--- config.mk ---
export PLATFORM = sky130hd
export DESIGN_NAME = idxWindowBridge
export DESIGN_NICKNAME = d
export VERILOG_FILES = /design/src/rtl/idxBridgePkg.sv /design/src/rtl/bridgeCtrl.sv /design/src/rtl/bridgeDatapath.sv /design/src/rtl/idxWindowBridge.sv
export SDC_FILE = /design/constraint.sdc
export NUM_CORES = 1
export LEC_CHECK = 0
export BUFFER_PORTS_ARGS = -buffer_cell sky130_fd_sc_hd__buf_2
export CAP_MARGIN = 15
export CORE_AREA = 2 2 108 110
export CTS_CLUSTER_DIAMETER = 120
export CTS_CLUSTER_SIZE = 12
export DETAILED_ROUTE_END_ITERATION = 7
export DIE_AREA = 0 0 110 112
export PLACE_DENSITY = 0.84
export SYNTH_ARGS = -nofsm -noshare
export SYNTH_HDL_FRONTEND = slang
export SYNTH_SLANG_ARGS = --single-unit
--- constraint.sdc ---
create_clock -name clk -period 7.1 [get_ports clk]
set_input_delay 0.71 -clock clk [delete_from_list [all_inputs] [get_ports clk]]
set_output_delay 0.71 -clock clk [all_outputs]
set_load 0.005 [all_outputs]
--- src/rtl/idxBridgePkg.sv ---
package idxBridgePkg;

  typedef enum logic [1:0] {
    RD_ZERO = 2'd0,
    RD_IDX  = 2'd1,
    RD_RSP  = 2'd2
  } rdSrc_t;

  // strobes from control to datapath
  typedef struct packed {
    logic   idxWr;      // update pointer from host data
    logic   capture;    // latch pointer and write data for a forwarded access
    logic   reqActive;  // downstream request is being presented
    logic   rdLoad;     // load a host read result
    rdSrc_t rdSrc;      // where the read result comes from
  } ctrlStrb_t;

endpackage

--- src/rtl/bridgeCtrl.sv ---
module bridgeCtrl
  import idxBridgePkg::*;
(
  input  logic       clk,
  input  logic       rstN,
  input  logic       ioSelData,
  input  logic       ioWrEn,
  input  logic       ioRdEn,
  input  logic       ioFullBe,
  input  logic [1:0] idxTarget,
  input  logic       idxExcluded,
  input  logic       dsReady,
  input  logic       dsRspValid,
  output logic       ioReady,
  output ctrlStrb_t  strb
);

  typedef enum logic [1:0] {ST_IDLE, ST_REQ, ST_RSP} state_t;

  state_t state, nextState;
  logic   pendWrite;
  logic   accept;
  logic   forward;

  assign ioReady = (state == ST_IDLE);
  assign accept  = ioReady && (ioWrEn || ioRdEn);
  assign forward = ioSelData && ioFullBe && !idxTarget[1] &&
                   !((idxTarget == 2'b00) && idxExcluded);

  always_comb begin
    strb      = '0;
    nextState = state;
    unique case (state)
      ST_IDLE: begin
        if (accept) begin
          if (!ioSelData) begin
            if (ioWrEn) begin
              strb.idxWr = 1'b1;
            end else begin
              strb.rdLoad = 1'b1;
              strb.rdSrc  = RD_IDX;
            end
          end else if (forward) begin
            strb.capture = 1'b1;
            nextState    = ST_REQ;
          end else if (!ioWrEn) begin
            strb.rdLoad = 1'b1;
            strb.rdSrc  = RD_ZERO;
          end
        end
      end
      ST_REQ: begin
        strb.reqActive = 1'b1;
        if (dsReady) nextState = pendWrite ? ST_IDLE : ST_RSP;
      end
      ST_RSP: begin
        if (dsRspValid) begin
          strb.rdLoad = 1'b1;
          strb.rdSrc  = RD_RSP;
          nextState   = ST_IDLE;
        end
      end
      default: nextState = ST_IDLE;
    endcase
  end

  always_ff @(posedge clk or negedge rstN) begin
    if (!rstN) begin
      state     <= ST_IDLE;
      pendWrite <= 1'b0;
    end else begin
      state <= nextState;
      if (strb.capture) pendWrite <= ioWrEn;
    end
  end

  // a forwarded window access closes the host port on the next cycle
  assert_stall_after_forward_R8: assert property (@(posedge clk) disable iff (!rstN)
    (accept && forward) |=> !ioReady);

  // a reserved destination never leaves the port busy
  assert_reserved_no_stall_R5: assert property (@(posedge clk) disable iff (!rstN)
    (accept && ioSelData && idxTarget[1]) |=> ioReady);

  // partial-width window access never starts a request
  assert_partial_no_stall_R7: assert property (@(posedge clk) disable iff (!rstN)
    (accept && ioSelData && !ioFullBe) |=> ioReady);

endmodule

--- src/rtl/bridgeDatapath.sv ---
module bridgeDatapath
  import idxBridgePkg::*;
#(
  parameter int OFF_W = 19,
  parameter logic [OFF_W-1:0] EXCL_LO = 19'h00040,
  parameter logic [OFF_W-1:0] EXCL_HI = 19'h0004F
) (
  input  logic             clk,
  input  logic             rstN,
  input  ctrlStrb_t        strb,
  input  logic             ioWrEn,
  input  logic [3:0]       ioBe,
  input  logic [31:0]      ioWrData,
  output logic [1:0]       idxTarget,
  output logic             idxExcluded,
  output logic             dsReady,
  output logic             dsRspValid,
  output logic             ioRdValid,
  output logic [31:0]      ioRdData,
  output logic             regReqValid,
  input  logic             regReqReady,
  output logic             regReqWrite,
  output logic [OFF_W-1:0] regReqOffset,
  output logic [31:0]      regReqData,
  input  logic             regRspValid,
  input  logic [31:0]      regRspData,
  output logic             tblReqValid,
  input  logic             tblReqReady,
  output logic             tblReqWrite,
  output logic [OFF_W-1:0] tblReqOffset,
  output logic [31:0]      tblReqData,
  input  logic             tblRspValid,
  input  logic [31:0]      tblRspData
);

  localparam int IDX_BITS = OFF_W + 2;
  localparam logic [31:0] IDX_MASK = 32'((64'd1 << IDX_BITS) - 64'd1);

  logic [31:0]      idxReg;
  logic [OFF_W-1:0] idxOffset;
  logic [OFF_W-1:0] reqOffset;
  logic [31:0]      reqData;
  logic             reqWrite;
  logic             reqTbl;

  assign idxOffset   = idxReg[IDX_BITS-1:2];
  assign idxTarget   = idxReg[1:0];
  assign idxExcluded = (idxOffset >= EXCL_LO) && (idxOffset <= EXCL_HI);

  // pointer: one lane per byte enable, reserved bits forced to zero
  for (genvar b = 0; b < 4; b++) begin : g_idxLane
    always_ff @(posedge clk or negedge rstN) begin
      if (!rstN) idxReg[8*b +: 8] <= 8'h00;
      else if (strb.idxWr && ioBe[b])
        idxReg[8*b +: 8] <= ioWrData[8*b +: 8] & IDX_MASK[8*b +: 8];
    end
  end

  always_ff @(posedge clk or negedge rstN) begin
    if (!rstN) begin
      reqOffset <= '0;
      reqData   <= '0;
      reqWrite  <= 1'b0;
      reqTbl    <= 1'b0;
    end else if (strb.capture) begin
      reqOffset <= idxOffset;
      reqData   <= ioWrData;
      reqWrite  <= ioWrEn;
      reqTbl    <= idxReg[0];
    end
  end

  assign dsReady    = reqTbl ? tblReqReady : regReqReady;
  assign dsRspValid = reqTbl ? tblRspValid : regRspValid;

  assign regReqValid  = strb.reqActive && !reqTbl;
  assign regReqWrite  = reqWrite;
  assign regReqOffset = reqOffset;
  assign regReqData   = reqData;
  assign tblReqValid  = strb.reqActive && reqTbl;
  assign tblReqWrite  = reqWrite;
  assign tblReqOffset = reqOffset;
  assign tblReqData   = reqData;

  always_ff @(posedge clk or negedge rstN) begin
    if (!rstN) begin
      ioRdValid <= 1'b0;
      ioRdData  <= '0;
    end else begin
      ioRdValid <= strb.rdLoad;
      if (strb.rdLoad) begin
        unique case (strb.rdSrc)
          RD_IDX:  ioRdData <= idxReg;
          RD_RSP:  ioRdData <= reqTbl ? tblRspData : regRspData;
          default: ioRdData <= '0;
        endcase
      end
    end
  end

  // only one downstream space is addressed at a time
  assert_one_port_R10: assert property (@(posedge clk) disable iff (!rstN)
    !(regReqValid && tblReqValid));

  // a waiting request keeps its contents
  assert_reg_hold_R8: assert property (@(posedge clk) disable iff (!rstN)
    (regReqValid && !regReqReady) |=>
      (regReqValid && $stable(regReqOffset) && $stable(regReqData) && $stable(regReqWrite)));

  assert_tbl_hold_R8: assert property (@(posedge clk) disable iff (!rstN)
    (tblReqValid && !tblReqReady) |=>
      (tblReqValid && $stable(tblReqOffset) && $stable(tblReqData) && $stable(tblReqWrite)));

  // reserved pointer bits never become set
  assert_idx_reserved_R2: assert property (@(posedge clk) disable iff (!rstN)
    (idxReg & ~IDX_MASK) == 32'h0);

  // no register-space request inside the excluded window
  assert_excluded_R6: assert property (@(posedge clk) disable iff (!rstN)
    regReqValid |-> !((regReqOffset >= EXCL_LO) && (regReqOffset <= EXCL_HI)));

endmodule

--- src/rtl/idxWindowBridge.sv ---
module idxWindowBridge
  import idxBridgePkg::*;
#(
  parameter int OFF_W = 19,
  parameter logic [OFF_W-1:0] EXCL_LO = 19'h00040,
  parameter logic [OFF_W-1:0] EXCL_HI = 19'h0004F
) (
  input  logic             clk,
  input  logic             rstN,
  input  logic             ioSelData,
  input  logic             ioWrEn,
  input  logic             ioRdEn,
  input  logic [3:0]       ioBe,
  input  logic [31:0]      ioWrData,
  output logic             ioReady,
  output logic             ioRdValid,
  output logic [31:0]      ioRdData,
  output logic             regReqValid,
  input  logic             regReqReady,
  output logic             regReqWrite,
  output logic [OFF_W-1:0] regReqOffset,
  output logic [31:0]      regReqData,
  input  logic             regRspValid,
  input  logic [31:0]      regRspData,
  output logic             tblReqValid,
  input  logic             tblReqReady,
  output logic             tblReqWrite,
  output logic [OFF_W-1:0] tblReqOffset,
  output logic [31:0]      tblReqData,
  input  logic             tblRspValid,
  input  logic [31:0]      tblRspData
);

  ctrlStrb_t  strb;
  logic [1:0] idxTarget;
  logic       idxExcluded;
  logic       dsReady;
  logic       dsRspValid;

  bridgeCtrl i_ctrl (
    .clk        (clk),
    .rstN       (rstN),
    .ioSelData  (ioSelData),
    .ioWrEn     (ioWrEn),
    .ioRdEn     (ioRdEn),
    .ioFullBe   (ioBe == 4'b1111),
    .idxTarget  (idxTarget),
    .idxExcluded(idxExcluded),
    .dsReady    (dsReady),
    .dsRspValid (dsRspValid),
    .ioReady    (ioReady),
    .strb       (strb)
  );

  bridgeDatapath #(.OFF_W(OFF_W), .EXCL_LO(EXCL_LO), .EXCL_HI(EXCL_HI)) i_dp (
    .clk         (clk),
    .rstN        (rstN),
    .strb        (strb),
    .ioWrEn      (ioWrEn),
    .ioBe        (ioBe),
    .ioWrData    (ioWrData),
    .idxTarget   (idxTarget),
    .idxExcluded (idxExcluded),
    .dsReady     (dsReady),
    .dsRspValid  (dsRspValid),
    .ioRdValid   (ioRdValid),
    .ioRdData    (ioRdData),
    .regReqValid (regReqValid),
    .regReqReady (regReqReady),
    .regReqWrite (regReqWrite),
    .regReqOffset(regReqOffset),
    .regReqData  (regReqData),
    .regRspValid (regRspValid),
    .regRspData  (regRspData),
    .tblReqValid (tblReqValid),
    .tblReqReady (tblReqReady),
    .tblReqWrite (tblReqWrite),
    .tblReqOffset(tblReqOffset),
    .tblReqData  (tblReqData),
    .tblRspValid (tblRspValid),
    .tblRspData  (tblRspData)
  );

  // reset leaves the host port open and no request pending
  assert_reset_idle_R1: assert property (@(posedge clk)
    !rstN |=> (ioReady && !regReqValid && !tblReqValid));

endmodule

# Word-level counts from Yosys, hierarchy flattened

Index checks and enable logic that the tools add are counted.

Magnitude comparators: 2
Muxes and demuxes: 25
Equality and inequality tests: 10
Reduce and logical (&&, ||, !) cells: 18

Operators with widths:

| cell                                                                                  | count |
|---|---|
| 32-bit case mux with 2 select lines                                                   | 1 |
| 32-bit 2-to-1 mux                                                                     | 1 |
| 19-bit by 7-bit greater-or-equal comparator with 1-bit output (second input constant) | 1 |
| 19-bit by 7-bit <= comparator with 1-bit output (second input constant)               | 1 |
| 3-bit 2-to-1 mux                                                                      | 6 |
| 2-bit 2-to-1 mux                                                                      | 8 |
| 1-bit logical AND                                                                     | 11 |
| 2-bit inequality test (second input constant)                                         | 5 |
| 1-bit 2-to-1 mux                                                                      | 7 |
| 2-bit case mux with 3 select lines                                                    | 1 |
| 3-bit case mux with 2 select lines                                                    | 1 |
| 5-bit AND reduction                                                                   | 1 |
| 2-bit by 1-bit equality test with 1-bit output (second input constant)                | 2 |
| 2-bit equality test (second input constant)                                           | 2 |
| 4-bit equality test (second input constant)                                           | 1 |
| 2-bit logical NOT                                                                     | 2 |
| 1-bit logical NOT                                                                     | 3 |
| 1-bit logical OR                                                                      | 1 |

Logic and storage cells: 65
Bits of input ports: 109
Output and inout port bits: 140
Bits in registers: 109

# Logic depth before layout (Yosys ltp)

Gate-level depths: netlist of the first run.

Depth in word-level cells: 11
Mapped depth: 12
Mapped depth without buffers: 10

# Hierarchy

From an unflattened synthesis of the first run, not the netlist that was laid out.

Cell total of the unflattened synthesis: 392
Area total of the unflattened synthesis: 5233.8 µm²

Modules (own cells, without submodules):

| module          | seq. area each (µm²) | cells each | times used | area each (µm²) |
|---|---|---|---|---|
| bridgeDatapath  | 2677.6               | 366        | 1          | 5016.1 |
| bridgeCtrl      | 75.1                 | 25         | 1          | 209.0 |
| idxWindowBridge | 0.0                  | 1          | 1          | 8.8 |

# Least setup slack after synthesis of the first run

OpenSTA, ideal clock, no wires.

Path kind: input-to-reg
Start point: input port tblRspValid
End point: register i_dp.ioRdData[24]
Arrival time: 2477 ps
Library setup time: 77 ps
Cell stages on the path: 8
Slack: 4546 ps
Path buffers: 2
Cells stage by stage: mux2_2 -> nand2_1 -> clkbuf_1 -> ha_1 -> nand2b_1 -> clkbuf_1 -> or3_1 -> o21ai_1

Cells in the longest elaborated chain, start to end: 5
Elaborated cells between the ends (all ways): 6

Ends and longest elaborated chain:

| element                                                                                      | line                  | source |
|---|---|---|
| start, declared                                                                              | idxWindowBridge.sv:30 | `input logic tblRspValid,` |
| 1-bit 2-to-1 mux *                                                                           | bridgeDatapath.sv:74  | `assign dsRspValid = reqTbl ? tblRspValid : regRspValid;` |
| 3-bit 2-to-1 mux *                                                                           | bridgeCtrl.sv:57      | `if (dsRspValid) begin` |
| 3-bit case mux with 2 select lines *                                                         | bridgeCtrl.sv:33      | `unique case (state)` |
| 2-bit equality test / 2-bit by 1-bit equality test with 1-bit output (equally long branches) | bridgeDatapath.sv:92  | `unique case (strb.rdSrc)` |
| 32-bit case mux with 2 select lines                                                          | bridgeDatapath.sv:92  |  |
| end signal, assigned                                                                         | bridgeDatapath.sv:93  | `RD_IDX: ioRdData <= idxReg;` |
| end signal, assigned                                                                         | bridgeDatapath.sv:94  | `RD_RSP: ioRdData <= reqTbl ? tblRspData : regRspData;` |
| end, declared                                                                                | bridgeDatapath.sv:19  | `output logic [31:0] ioRdData,` |

Every way passes the cells marked *; elsewhere a longest branch is shown, timed or not.
A chain may end at the register's enable or synchronous reset.

# Worst setup path after layout of the first run

Start point: register i_dp.reqTbl
End point: register i_dp.ioRdData[15]

Cells in the longest elaborated chain, start to end: 5
Elaborated cells between the ends (all ways): 7

Ends and longest elaborated chain:

| element                                                                                      | line                 | source |
|---|---|---|
| start, declared                                                                              | bridgeDatapath.sv:44 | `logic reqTbl;` |
| start signal, assigned                                                                       | bridgeDatapath.sv:69 | `reqTbl <= idxReg[0];` |
| 1-bit 2-to-1 mux                                                                             | bridgeDatapath.sv:74 |  |
| 3-bit 2-to-1 mux                                                                             | bridgeCtrl.sv:57     |  |
| 3-bit case mux with 2 select lines                                                           | bridgeCtrl.sv:33     |  |
| 2-bit equality test / 2-bit by 1-bit equality test with 1-bit output (equally long branches) | bridgeDatapath.sv:92 |  |
| 32-bit case mux with 2 select lines                                                          | bridgeDatapath.sv:92 |  |

Parallel ways exist; a longest one is shown, timed or not.

==> results of run 1 <==
==> metrics by stage <==
step           area (sq um)  total power [mW]
2_1_floorplan          5700              1.07
3_3_place_gp           6580              1.21
3_5_place_dp           6580              1.23
4_1_cts                6940              1.82
5_1_grt                6970              1.89
6_report               6970              1.81
==> worst reg2reg max path, stage by stage (launching register included) <==
cell and delay, ps:
dfrtp_2 1100, mux2_2 470, nand2_1 350, inv_1 430, ha_1 320, nand2b_1 180
buf_8 240, nor2_1 100, a211oi_1 220, a21oi_1 110
==> power by group <==
part | switching, mW | internal [mW]
clock | 0.232 | 0.358
combinational | 0.156 | 0.233
sequential | 0.108 | 0.720
==> area by class of cell <==
type	count	area, sq um
Clock buffer	10	239
Clock inverter	6	116
Fill cell	908	4210
Inverter	4	15.0
Multi-Input combinational cell	265	2410
Sequential cell	109	2730
Tap cell	143	179
Timing Repair Buffer	251	1280
==> layer usage <==
layer  up-vias  track usage
li1       2003            -
met1      2150        0.305
met2       210        0.410
met3        24       0.0650
met4         0       0.0734
met5         -            0
==> worst max-delay path by stage <==
stage,endpoint,slack (ps),cells past startpoint
after floorplan,i_dp.ioRdData[24]$_DFFE_PN0P_,4550,8
after global placement,i_dp.ioRdData[13]$_DFFE_PN0P_,3130,8
after detailed placement,i_dp.ioRdData[13]$_DFFE_PN0P_,2950,8
after CTS,i_dp.ioRdData[15]$_DFFE_PN0P_,2920,8
after global routing,i_dp.ioRdData[17]$_DFFE_PN0P_,3140,9
final,i_dp.ioRdData[15]$_DFFE_PN0P_,3430,9
==> state kept, by name, indices dropped and copies added, names as in the netlist <==
signal	cells
i_dp.idxTarget	2
i_dp.ioRdData	32
i_dp.regReqOffset	19
i_dp.regReqWrite	1
i_dp.ioRdValid	1
i_dp.regReqData	32
i_dp.reqTbl	1
i_ctrl.state	2
i_dp.idxOffset	19
==> placed cells by master, fill, tap and decap left out, types with 2 or more instances in the layout <==
| cell type | count |
|---|---|
| a2111oi_0 | 21 |
| a211oi_1 | 22 |
| a21oi_1 | 21 |
| buf_2 | 247 |
| buf_4 | 2 |
| buf_8 | 2 |
| bufinv_16 | 3 |
| clkbuf_16 | 9 |
| dfrtp_1 | 108 |
| ha_1 | 2 |
| inv_1 | 4 |
| inv_6 | 2 |
| mux2_2 | 27 |
| mux2_4 | 48 |
| mux2i_1 | 33 |
| nand2_1 | 5 |
| nand2b_1 | 3 |
| nand4_1 | 2 |
| nor2_1 | 25 |
| nor4_1 | 3 |
| o2111ai_1 | 11 |
| o21ai_0 | 5 |
| o21ai_1 | 10 |
| or3_1 | 11 |
==> cell families after synthesis <==
logic type | after synthesis | share of synthesized area
flip-flops | 109 | 0.479
multiplexers | 108 | 0.238
AO/OA/AOI/OAI | 94 | 0.115
buffers and inverters | 88 | 0.101
AND/OR/NAND/NOR | 61 | 0.0628
adder cells (fa/ha/maj) | 2 | 0.00439
==> flow_summary.ini, run 1 <==
[global_route]
antenna_found_initial = 0
grt-ovfl-total = 0
grt_pass1_wl_mm = 23.0
grt_max_degree = 56
grt.total_usage = 0.244
grt_pass1_vias = 4334

[logic_synthesis]
ys_seq_area_frac = 0.479
synth.cell_area_sq_um = 5700
yosys_warnings = 0
synth-seq-cells = 109
synthFlopType = dfrtp_1
synth_most_common_cell = dfrtp_1
synth_fp_nets = 573
async_flop_share = 1.00
avgSynthCellArea_sq_um = 12.3
synth_area_leaders = dfrtp_1 48%, mux2_4 13%, buf_4 6.9%
yosys.area.top_type_share = 0.479
synthDistinctLibCells = 36
synth-edff-count = 0
netlist_instances = 462
yosys.area.top_type = dfrtp_1
ys_top_cells_by_count = 109 x dfrtp_1, 52 x buf_4, 48 x mux2_4, 33 x mux2i_1, 27 x mux2_2

[sta]
slew_viol_final = 0
whs_ps = 404
tightest_slew_ps = 1120
finalSetupViolations = 0
slew-limit-headroom = 0.244
rsz0062_at_grt = false
period_minus_slack_ps = 3670
fin_ws_ps = 3430
fmax_mhz = 272
finalCritPeriodShare = 0.517
skew_ps = 13.2
hold_viol = 0
tns_ps = 0

[clocking]
cts_sinks = 109
htree_num_levels = 3
cts_hold_buf = 0
clk_pin_slew_ps = 70
root_buffer = clkbuf_16
cts_buffers = 9
cts_max_path_buffers = 2
cts_setup_buffers = 0
worstSkewPairLatency_ps = 350
cts.repair.resized = 0
cts_tree = done

[placed_design]
post-place-ws_ps = 2950
placed_cells = 770
dpl.hpwl_mm = 10.8
place.gp.congestion = 0.800
portBuffers = 248

[floorplan]
core_sq_um = 11200
die_x_um = 110
ios = 249
fp-row-count = 39
die_area_sq_um = 12300
die_height_um = 112
start_util = 0.510

[critical_path]
rr_worst_depth = 9
r2r_start = i_dp.reqTbl$_DFFE_PN0P_
cp-end-kind = flop
critPathLaunch = i_dp.reqTbl$_DFFE_PN0P_
crit_slowest_cell = dfrtp_2
timing.rr.end = i_dp.ioRdData[15]$_DFFE_PN0P_
crit_buf_inv = 2
crit_arrival_ps = 3870
cp_slowest_stage_delay_ps = 1100
crit_type = flop to flop
rrSetupSlack_ps = 3430
cp_cell_sequence = mux2_2 > nand2_1 > inv_1 > ha_1 > nand2b_1 > buf_8 > nor2_1 > a211oi_1 > a21oi_1
start_kind = flop
crit_family = flip-flops
cp_max_fo = 38
worstPathRequired_ps = 7290

[drt]
detail-route-antenna-nets = 0
wl_met3_mm = 1.14
wl_mm = 15.0
m1WireLength_mm = 5.88
drtIter0Drc = 158
drc = 0
wl_per_cell_um = 19.0
dr_total_vias = 4387
top_layer = met4
viasPerCell = 5.57
wl_met2_mm = 7.68
firstDrtPassIters = 5

[worst_hold_path]
hold_class = primary input to asynchronous set/reset pin

[final_layout]
syn2layout_area_growth_pct = 22.3
finalNonFillerCells = 788
num_antenna_cells = 0
layout.nets = 751
final_core_util = 0.624
final_layout_size_suffix_gt1_frac = 0.543

[status]
status = finished clean

[flow_run]
drv_cap = 0

[power]
vdd_drop_max_uv = 140
p_leak_nw = 3.64
power_density_nw_per_um2 = 259
No activity file was read; power rests on OpenSTA's default activity.
==> run 2, diff against run 1 <==
CORE_AREA = 2 2 112 114   (was 2 2 108 110)
DIE_AREA = 0 0 114 116   (was 0 0 110 112)
PLACE_DENSITY = 0.79   (was 0.84)
clock period = 3.5 ns   (was 7.1 ns; I/O delays follow)
==> flow_summary.ini, run 2 (synthesized netlist as in run 1, its figures left out) <==
[global_route]
grt_max_degree = 93
grt-ovfl-total = 0
grt_pass1_vias = 4437
antenna_found_initial = 0
grt_pass1_wl_mm = 23.6
grt.total_usage = 0.232

[drt]
wl_mm = 15.7
detail-route-antenna-nets = 0
dr_total_vias = 4432
viasPerCell = 5.55
firstDrtPassIters = 4
wl_per_cell_um = 19.7
drtIter0Drc = 240
drc = 0

[clocking]
cts_setup_buffers = 0
cts_sinks = 109
root_buffer = clkbuf_16
htree_num_levels = 3
cts_hold_buf = 0
cts.repair.resized = 0
clk_pin_slew_ps = 70
cts_buffers = 9
cts_max_path_buffers = 2
worstSkewPairLatency_ps = 350
cts_tree = done

[critical_path]
cp_num_cells = 8
cp-end-kind = flop
start_kind = flop
cp_cell_sequence = nor2b_1 > nand2_1 > inv_1 > ha_1 > nand2b_1 > buf_4 > or3_1 > o21ai_1
cp_slowest_stage_delay_ps = 650
cp_max_fo = 23
crit_buf_inv = 2
crit_type = flop to flop
crit_arrival_ps = 3550
crit_slowest_cell = inv_1
rr_worst_depth = 8
worstPathRequired_ps = 3770
crit_family = simple AND/OR/NAND/NOR gates

[floorplan]
fp-row-count = 40
die_x_um = 114
die_area_sq_um = 13200
core_sq_um = 11900
ios = 249
start_util = 0.478
die_height_um = 116

[sta]
whs_ps = -15.5
fmax_mhz = 305
rsz0062_at_grt = false
finalSetupViolations = 0
finalCritPeriodShare = 0.938
slew_viol_final = 0
skew_ps = 8.04
hold_viol = 18
slew-limit-headroom = 0.202
tns_ps = 0
period_minus_slack_ps = 3280
tightest_slew_ps = 1190

[power]
switching_share = 0.290
power_switching_mw = 1.02
internal-power_mw = 2.50
p_leak_nw = 3.64
power_density_nw_per_um2 = 504
combPwrFrac = 0.240
seqPwrFrac = 0.467
pwr-share-clk = 0.293
vdd_drop_max_uv = 273

[final_layout]
final_layout_size_suffix_gt1_frac = 0.547
num_antenna_cells = 0
final_common_cell = buf_2
fillers = 1016
layout_common_cells = 247 x buf_2, 108 x dfrtp_1, 48 x mux2_4, 33 x mux2i_1, 27 x mux2_2
layout.nets = 757
syn2layout_area_growth_pct = 22.5

[status]
violations = hold timing
status = complete, but fails checks

[placed_design]
portBuffers = 248
place.gp.congestion = 0.802
dpl.hpwl_mm = 11.3

[worst_hold_path]
hold_class = primary input to asynchronous set/reset pin

[flow_run]
drv_cap = 0
run 2: cell types whose count changed in the layout (fill, tap and decap cells not counted), sizes merged:
cell | previous run | this run
clkbuf | 10 | 9
clkinv | 1 | 3
clkinvlp | 0 | 1
bufinv | 3 | 1
buf | 251 | 257
run 2: through the flow:
step	total power [mW]	instance area, sq um	std cells	setup slack (ps)	util
after floorplan	2.17	5700	462	1110	-
after global placement	2.48	6650	781	547	0.559
after detailed placement	2.51	6650	781	260	0.559
after CTS	3.55	6950	797	243	0.584
after global routing	3.68	6980	798	13.4	0.586
final	3.52	6980	798	217	0.586
run 2: layout make-up:
cell class,count,area [sq um],area share
flip-flops and latches,109,2730,0.391
repair buffers,257,1340,0.193
multi-input cells,265,2410,0.345
clock buffers,9,225,0.0323
well taps,147,184,0.0264
inverters,4,15.0,0.00215
clock inverters,7,73.8,0.0106
run 2: per-layer routing:
| metal | GRT usage | vias up | part of all wire |
|---|---|---|---|
| met1 | 0.285 | 2192 | 0.41 |
| met3 | 0.0560 | 25 | 0.064 |
| li1 | - | 2019 | - |
| met5 | 0 | - | 0 |
| met2 | 0.409 | 196 | 0.51 |
| met4 | 0.0675 | 0 | 0.017 |
run 2: power groups by stage:
stage	combinational [mW]	sequential, mW	clock [mW]
finish	0.843	1.64	1.03
floorplan	0.542	1.63	0
global route	0.913	1.67	1.10
detailed placement	0.845	1.66	0
global placement	0.826	1.65	0
CTS	0.848	1.64	1.06
run 2: final timing paths:
kind	startpoint	endpoint	slack (ps)
worst max-delay path	i_ctrl.state[1]$_DFFE_PN0P_	i_dp.ioRdData[26]$_DFFE_PN0P_	220
worst min-delay path	rstN	i_dp.regReqData[1]$_DFFE_PN0P_	-20
worst max register to register	i_ctrl.state[1]$_DFFE_PN0P_	i_dp.ioRdData[26]$_DFFE_PN0P_	220
worst min register to register	i_dp.regReqData[8]$_DFFE_PN0P_	i_dp.regReqData[8]$_DFFE_PN0P_	530
max in group asynchronous	rstN	i_dp.regReqData[24]$_DFFE_PN0P_	2850
min in group clk	ioWrData[31]	i_dp.regReqData[31]$_DFFE_PN0P_	230
run 2: worst register-to-register path, stage by stage (launching register included):
cell and delay, ps:
dfrtp_1 420, nor2b_1 410, nand2_1 420, inv_1 650, ha_1 270, nand2b_1 220, buf_4 300, or3_1 390
o21ai_1 130
